[config.mk]
export PLATFORM = sky130hd
export DESIGN_NAME = seqbuf_addr_seq
export DESIGN_NICKNAME = d
export VERILOG_FILES = /design/src/rtl/seqbuf_pkg.sv /design/src/rtl/seqbuf_regs.sv /design/src/rtl/seqbuf_flags.sv /design/src/rtl/seqbuf_ptr.sv /design/src/rtl/seqbuf_addr_seq.sv
export SDC_FILE = /design/constraint.sdc
export NUM_CORES = 1
export LEC_CHECK = 0
export ABC_CLOCK_PERIOD_IN_PS = 4700
export BUFFER_PORTS_ARGS = -buffer_cell sky130_fd_sc_hd__buf_4
export CORE_ASPECT_RATIO = 1.4
export CORE_MARGIN = 4
export CORE_UTILIZATION = 35
export CTS_CLUSTER_DIAMETER = 150
export DETAILED_ROUTE_END_ITERATION = 12
export PLACE_DENSITY = 0.52
export SKIP_LAST_GASP = 1
export SYNTH_ARGS = -nofsm -noshare
export SYNTH_HDL_FRONTEND = slang
export SYNTH_HIERARCHICAL = 1
export SYNTH_SLANG_ARGS = --single-unit
[constraint.sdc]
create_clock -name clk -period 4.7 [get_ports clk]
set_clock_uncertainty 0.2 [all_clocks]
set_input_delay 0.47 -clock clk [delete_from_list [all_inputs] [get_ports clk]]
set_output_delay 0.47 -clock clk [all_outputs]
set_load 0.05 [all_outputs]
[src/rtl/seqbuf_pkg.sv]
package seqbuf_pkg;
  typedef enum logic [1:0] {
    EOB_CHAIN  = 2'b00,
    EOB_STOP   = 2'b01,
    EOB_LINEAR = 2'b10,
    EOB_MASK   = 2'b11
  } eob_mode_e;

  localparam int unsigned SEL_W = 3;
  localparam logic [SEL_W-1:0] SEL_FLOW = 3'd0;
  localparam logic [SEL_W-1:0] SEL_FLAG = 3'd1;
  localparam logic [SEL_W-1:0] SEL_S1   = 3'd2;
  localparam logic [SEL_W-1:0] SEL_E1   = 3'd3;
  localparam logic [SEL_W-1:0] SEL_S2   = 3'd4;
  localparam logic [SEL_W-1:0] SEL_E2   = 3'd5;

  // bit position of the release command in the policy register
  localparam int unsigned REL_BIT = 4;

  // sticky flag: a live match wins over a clear request
  function automatic logic flag_next(input logic hit, input logic cur, input logic clr);
    return hit | (cur & ~clr);
  endfunction

  // end output, active low; masked policy never drives it
  function automatic logic eob_level(input logic flag, input eob_mode_e mode);
    return ~(flag && (mode != EOB_MASK));
  endfunction
endpackage

[src/rtl/seqbuf_regs.sv]
module seqbuf_regs
  import seqbuf_pkg::*;
#(
  parameter int unsigned AW = 13,
  parameter int unsigned DW = 16,
  parameter logic [AW-1:0] S1_RST = 13'h0000,
  parameter logic [AW-1:0] E1_RST = 13'h0FFF,
  parameter logic [AW-1:0] S2_RST = 13'h1000,
  parameter logic [AW-1:0] E2_RST = 13'h1FFF
) (
  input  logic             clk,
  input  logic             rst_n,
  input  logic             reg_we,
  input  logic [SEL_W-1:0] reg_sel,
  input  logic [DW-1:0]    reg_wdata,
  input  logic             flag1,
  input  logic             flag2,
  output eob_mode_e        mode1,
  output eob_mode_e        mode2,
  output logic [AW-1:0]    b1_start,
  output logic [AW-1:0]    b1_end,
  output logic [AW-1:0]    b2_start,
  output logic [AW-1:0]    b2_end,
  output logic             rel_req,
  output logic             flag_wr,
  output logic [DW-1:0]    reg_rdata
);
  localparam int unsigned PAD = DW - AW;

  logic flow_wr;
  logic unused_hi;
  assign unused_hi = ^reg_wdata[DW-1:REL_BIT+1];

  assign flow_wr = reg_we && (reg_sel == SEL_FLOW);
  assign flag_wr = reg_we && (reg_sel == SEL_FLAG);
  assign rel_req = flow_wr && !reg_wdata[REL_BIT];

  always_ff @(posedge clk) begin
    if (!rst_n) begin
      mode1    <= EOB_LINEAR;
      mode2    <= EOB_LINEAR;
      b1_start <= S1_RST;
      b1_end   <= E1_RST;
      b2_start <= S2_RST;
      b2_end   <= E2_RST;
    end else if (reg_we) begin
      case (reg_sel)
        SEL_FLOW: begin
          mode1 <= eob_mode_e'(reg_wdata[1:0]);
          mode2 <= eob_mode_e'(reg_wdata[3:2]);
        end
        SEL_S1:  b1_start <= reg_wdata[AW-1:0];
        SEL_E1:  b1_end   <= reg_wdata[AW-1:0];
        SEL_S2:  b2_start <= reg_wdata[AW-1:0];
        SEL_E2:  b2_end   <= reg_wdata[AW-1:0];
        default: ;
      endcase
    end
  end

  always_comb begin
    case (reg_sel)
      SEL_FLOW: reg_rdata = {{(DW-4){1'b0}}, mode2, mode1};
      SEL_FLAG: reg_rdata = {{(DW-2){1'b0}}, flag2, flag1};
      SEL_S1:   reg_rdata = {{PAD{1'b0}}, b1_start};
      SEL_E1:   reg_rdata = {{PAD{1'b0}}, b1_end};
      SEL_S2:   reg_rdata = {{PAD{1'b0}}, b2_start};
      SEL_E2:   reg_rdata = {{PAD{1'b0}}, b2_end};
      default:  reg_rdata = '1;
    endcase
  end
endmodule

[src/rtl/seqbuf_flags.sv]
module seqbuf_flags
  import seqbuf_pkg::*;
#(
  parameter int unsigned NBUF = 2
) (
  input  logic            clk,
  input  logic            rst_n,
  input  logic [NBUF-1:0] hit,
  input  logic            flag_wr,
  input  logic [NBUF-1:0] wr_bits,
  input  eob_mode_e       mode [NBUF],
  output logic [NBUF-1:0] flag,
  output logic [NBUF-1:0] eob_n
);
  for (genvar b = 0; b < NBUF; b++) begin : g_buf
    logic clr;
    assign clr = flag_wr && !wr_bits[b];

    always_ff @(posedge clk) begin
      if (!rst_n) flag[b] <= 1'b0;
      else        flag[b] <= flag_next(hit[b], flag[b], clr);
    end

    assign eob_n[b] = eob_level(flag[b], mode[b]);
  end
endmodule

[src/rtl/seqbuf_ptr.sv]
module seqbuf_ptr
  import seqbuf_pkg::*;
#(
  parameter int unsigned AW = 13
) (
  input  logic          clk,
  input  logic          rst_n,
  input  logic          cnt_en,
  input  logic          ptr_ld,
  input  logic [AW-1:0] ld_addr,
  input  logic          start1_go,
  input  logic          start2_go,
  input  logic          rel_req,
  input  eob_mode_e     mode1,
  input  eob_mode_e     mode2,
  input  logic [AW-1:0] b1_start,
  input  logic [AW-1:0] b1_end,
  input  logic [AW-1:0] b2_start,
  input  logic [AW-1:0] b2_end,
  output logic [AW-1:0] ptr,
  output logic          halted,
  output logic          rel_armed,
  output logic          hit1,
  output logic          hit2
);
  function automatic logic [AW-1:0] bump(input logic [AW-1:0] p);
    return p + {{(AW-1){1'b0}}, 1'b1};
  endfunction

  logic          chain1, chain2, chain_any, stop_hit, jump_any;
  logic [AW-1:0] chain_tgt, jump_tgt;

  assign hit1      = (ptr == b1_end);
  assign hit2      = (ptr == b2_end);
  assign chain1    = hit1 && (mode1 == EOB_CHAIN);
  assign chain2    = hit2 && (mode2 == EOB_CHAIN);
  assign chain_any = chain1 || chain2;
  // a buffer-2 jump goes to buffer 1; this also covers equal last addresses
  assign chain_tgt = chain2 ? b1_start : b2_start;
  assign stop_hit  = !chain_any &&
                     ((hit1 && (mode1 == EOB_STOP)) || (hit2 && (mode2 == EOB_STOP)));
  assign jump_any  = ptr_ld || start1_go || start2_go;
  assign jump_tgt  = ptr_ld ? ld_addr : (start1_go ? b1_start : b2_start);

  always_ff @(posedge clk) begin
    if (!rst_n) begin
      ptr       <= '0;
      halted    <= 1'b0;
      rel_armed <= 1'b0;
    end else if (jump_any) begin
      ptr       <= jump_tgt;
      halted    <= 1'b0;
      rel_armed <= 1'b0;
    end else if (halted) begin
      if (rel_armed) begin
        rel_armed <= 1'b0;
        if (cnt_en) begin
          halted <= 1'b0;
          ptr    <= bump(ptr);
        end
      end else if (rel_req) begin
        rel_armed <= 1'b1;
      end
    end else begin
      rel_armed <= 1'b0;
      if (stop_hit) begin
        halted <= 1'b1;
        if (cnt_en) ptr <= bump(ptr);
      end else if (cnt_en) begin
        ptr <= chain_any ? chain_tgt : bump(ptr);
      end
    end
  end
endmodule

[src/rtl/seqbuf_addr_seq.sv]
module seqbuf_addr_seq
  import seqbuf_pkg::*;
#(
  parameter int unsigned AW = 13,
  parameter int unsigned DW = 16
) (
  input  logic             clk,
  input  logic             rst_n,
  input  logic             cnt_en,
  input  logic             ptr_ld,
  input  logic [AW-1:0]    ld_addr,
  input  logic             start1_go,
  input  logic             start2_go,
  input  logic             reg_we,
  input  logic [SEL_W-1:0] reg_sel,
  input  logic [DW-1:0]    reg_wdata,
  output logic [DW-1:0]    reg_rdata,
  output logic [AW-1:0]    ptr,
  output logic             eob1_n,
  output logic             eob2_n,
  output logic             wr_inhibit
);
  eob_mode_e     mode1, mode2;
  eob_mode_e     mode_arr [2];
  logic [AW-1:0] b1_start, b1_end, b2_start, b2_end;
  logic          rel_req, flag_wr, halted, rel_armed, hit1, hit2;
  logic [1:0]    flag_v, eob_v;
  logic          flag1, flag2;

  assign mode_arr[0] = mode1;
  assign mode_arr[1] = mode2;
  assign flag1       = flag_v[0];
  assign flag2       = flag_v[1];
  assign eob1_n      = eob_v[0];
  assign eob2_n      = eob_v[1];
  assign wr_inhibit  = halted;

  seqbuf_regs #(.AW(AW), .DW(DW)) u_regs (
    .clk(clk), .rst_n(rst_n), .reg_we(reg_we), .reg_sel(reg_sel),
    .reg_wdata(reg_wdata), .flag1(flag1), .flag2(flag2),
    .mode1(mode1), .mode2(mode2), .b1_start(b1_start), .b1_end(b1_end),
    .b2_start(b2_start), .b2_end(b2_end), .rel_req(rel_req),
    .flag_wr(flag_wr), .reg_rdata(reg_rdata)
  );

  seqbuf_ptr #(.AW(AW)) u_ptr (
    .clk(clk), .rst_n(rst_n), .cnt_en(cnt_en), .ptr_ld(ptr_ld),
    .ld_addr(ld_addr), .start1_go(start1_go), .start2_go(start2_go),
    .rel_req(rel_req), .mode1(mode1), .mode2(mode2),
    .b1_start(b1_start), .b1_end(b1_end), .b2_start(b2_start),
    .b2_end(b2_end), .ptr(ptr), .halted(halted), .rel_armed(rel_armed),
    .hit1(hit1), .hit2(hit2)
  );

  seqbuf_flags #(.NBUF(2)) u_flags (
    .clk(clk), .rst_n(rst_n), .hit({hit2, hit1}), .flag_wr(flag_wr),
    .wr_bits(reg_wdata[1:0]), .mode(mode_arr), .flag(flag_v), .eob_n(eob_v)
  );
endmodule

==> impl_results.md <==
- Run status: finished, final reports clean
- Antenna viol nets, final: 0
- Rel. slew slack: 0.3652
- Post-synthesis compound-gate area fraction: 0.2272
- Clock Latency Late Sink: 0.34 ns
- Initial core utilization: 0.3602
- Critical Path Fanout Max: 24
- Maxcap violations: 0
- Routed WL: 16.07 mm
- First-pass GRT wire length: 25.23 mm
- Synth warn: 6
- Rows: 50
- CTS root buf: clkbuf_16
- Hold Buf Count CTS: 0
- Clock sinks: 73
- Worst setup SP type: flip-flop
- Number of synthesized flops with an enable pin: 0
- PortBufs: 67
- Netlist cell types: 67
- Final routed DRC violation total: 0
- Adder-Cell Fraction of Synth Area: 0.002571
- Total vias in the final route: approximately 4600
- Final nets: between 700 and 800
- Antenna cells: 0
- Hold crit path type: in -> reg
- Ranking of synthesized cells by area: dfxtp_1 (30%), nand2_1 (11%), xor2_1 (4.7%), o21ai_0 (3.5%), xnor2_1 (3.4%)
- Crit. End Element: flip-flop
- Critical path type: reg -> reg
- Post_cts resized: 0
- Syn nets: roughly 680
- FMAX: 273.7 MHz
- Post-synth top area cell: dfxtp_1
- Peak supply drop: 0.0001190 V
- Wirelength per Cell: 18.97 µm
- Pwr dens: 291.8 nW/µm²
- Dominant synthesized flop cell: dfxtp_1
- CTS Buffer Depth: 2
- Die area: between 15000 and 20000 µm²
- RSZ-0062 raised after global routing: false
- Arr. time, crit path: 3.63 ns
- Num CTS Buffers: 9
- Largest net degree at the start of global routing: between 70 and 80
- Crit path required time: around 4.7 ns
- Final hold vios: 0
- Die X: 107.7 µm
- Worst-Margin Slew: 0.9521 ns
- Synthesized flop and latch total: 73
- Post-CTS setup buffers: 0
- Max Transition Viols Final: 0
- Tot GR Track Use: 0.2041
- Iter 0 DRT Violations: 394
- Largest family of logic cells by synthesized area: simple AND/OR/NAND/NOR gates
- CTS tree: yes
- Sequential-to-total area share from yosys stat: 0.3003
- Post-Syn Instances: 638
- CTS clk-pin slew, worst paths: 0.06 ns
- Final min period: 3.654 ns
- Area grow syn2layout: 14.37%
- TritonRoute pass-1 iters: 5
- Simple-gate share of the synthesized area: 0.2728
- Final Hold Slack: 0.1745 ns
- Vias per std cell: 5.440
- Clock H-tree levels: 3
- Tcrit/Tclk final: 0.7775
- Post-synthesis xor/xnor area fraction: 0.08098
- Post-synth ARST share: 0
- Yosys top cell area share: 0.3003
- Post-synthesis mux area share: 0.04344
- Number of global-route vias before repair: roughly 4400
- Placeable Area: 13510 µm²
- HPWL after DPL: 11.24 mm
- IO Pins: 71
- Initial antenna violation count: 0
- Total grt overflow: 0
- Die height: 147.5 µm
- Syn_area_per_cell: 7.629 µm²
- LEAKAGE: between 2 and 2.5 nW
- Post-Syn Area: about 4900 µm²
- Setup_tns: 0 ns
- Placer Congestion: 0.8359
- Layout cells sized above 1: 0.1609
- Final Setup Violations: 0
[final cells by class]
class                      instances  area (µm²)
timing repair buffer              72       540.5
inverter                           6       22.52
fill                            1442        7946
sequential                        73        1461
multi-input combinational        499        3052
clock buffer                      11       242.7
clock inverter                     4       20.02
tap                              182       227.7
[cell usage in the layout, fill, tap and decap left out, types with 6 or more instances in the layout]
cell and count:
o211ai_1 17, xor2_1 26, dfxtp_1 73, inv_1 6, a21boi_0 22, and3_1 7
nor2b_1 14, nand3_1 32, nor2_1 27, mux2_2 7, nand4_1 6, a31oi_1 12
clkbuf_16 9, buf_4 72, mux2i_1 11, nand2_1 148, a21oi_1 21, a22oi_1 10
xnor2_1 19, nor3_1 8, o21ai_0 34
[power breakdown]
part / total [W] / switching (W) / leakage (nW) / internal (W)
Combinational: 0.000320 / 0.000202 / 1.42 / 0.000118
Sequential: 0.000675 / 0.0000347 / 0.595 / 0.000640
Clock: 0.000630 / 0.000265 / 0.135 / 0.000365
Total: 0.00162 / 0.000501 / 2.15 / 0.00112
[per-layer routing]
layer  wire length (µm)  share of wire  track usage
met1               6873           0.43       0.2612
met2               8148           0.51       0.3509
met3                725          0.045      0.02752
met4                318          0.020      0.06696
met5                  0              0            0
[sequential cells by signal, summed over array words and instances, names as in the netlist]
signal and flops:
u_regs/b1_end 13, u_ptr/halted 1, u_regs/mode2 2, u_regs/mode1 2
u_regs/b2_end 13, u_flags/flag 2, u_ptr/rel_armed 1, u_ptr/ptr 13
u_regs/b1_start 13, u_regs/b2_start 13
[path summary, 6_finish.rpt]
kind                            slack (ns)  cells after the start          endpoint            start
worst max-delay path                  1.05                      8      u_ptr/ptr[8]     u_ptr/ptr[9]
worst min-delay path                  0.17                      3  u_regs/b1_end[6]     reg_wdata[6]
worst max register to register        1.05                      8      u_ptr/ptr[8]     u_ptr/ptr[9]
worst min register to register        0.26                      1      u_ptr/halted  u_ptr/rel_armed
[stage by stage]
step	cells	area (µm²)	util	total power (W)	worst slack, ns
final	847	5567	0.4119	0.001624	1.046
after global routing	847	5567	0.4119	0.001697	0.7379
after CTS	847	5567	0.4119	0.001640	1.105
after detailed placement	832	5304	0.3925	0.001007	1.103
after global placement	832	5304	0.3925	0.001005	1.141
after floorplan	638	4867	-	0.0009059	1.804
[cell families (layout without fill, tap and decap cells)]
group | after synthesis | in the layout
fa+ha+maj | 1 | 1
buf+inv | 66 | 93
xor+xnor | 45 | 45
flops | 73 | 73
simple gates | 272 | 272
compound gates | 162 | 162
mux | 19 | 19
[critical path, stage by stage, from the launching register on]
cell	delay (ns)
dfxtp_1	0.55
xor2_1	0.19
nor4_2	0.39
nand4_2	0.27
or2_0	0.61
a31oi_4	0.73
o311ai_0	0.27
o211ai_1	0.17
a31oi_1	0.11
[cell usage after synthesis (all sizes together) (17+ instances only)]
library cell,n
nand2,148
dfxtp,73
o21ai,39
buf,37
nand3,32
a21boi,27
nor2,27
xor2,26
clkbuf,23
a21oi,21
xnor2,19
o211ai,17
Note: power is estimated with default switching activity, not from simulation.
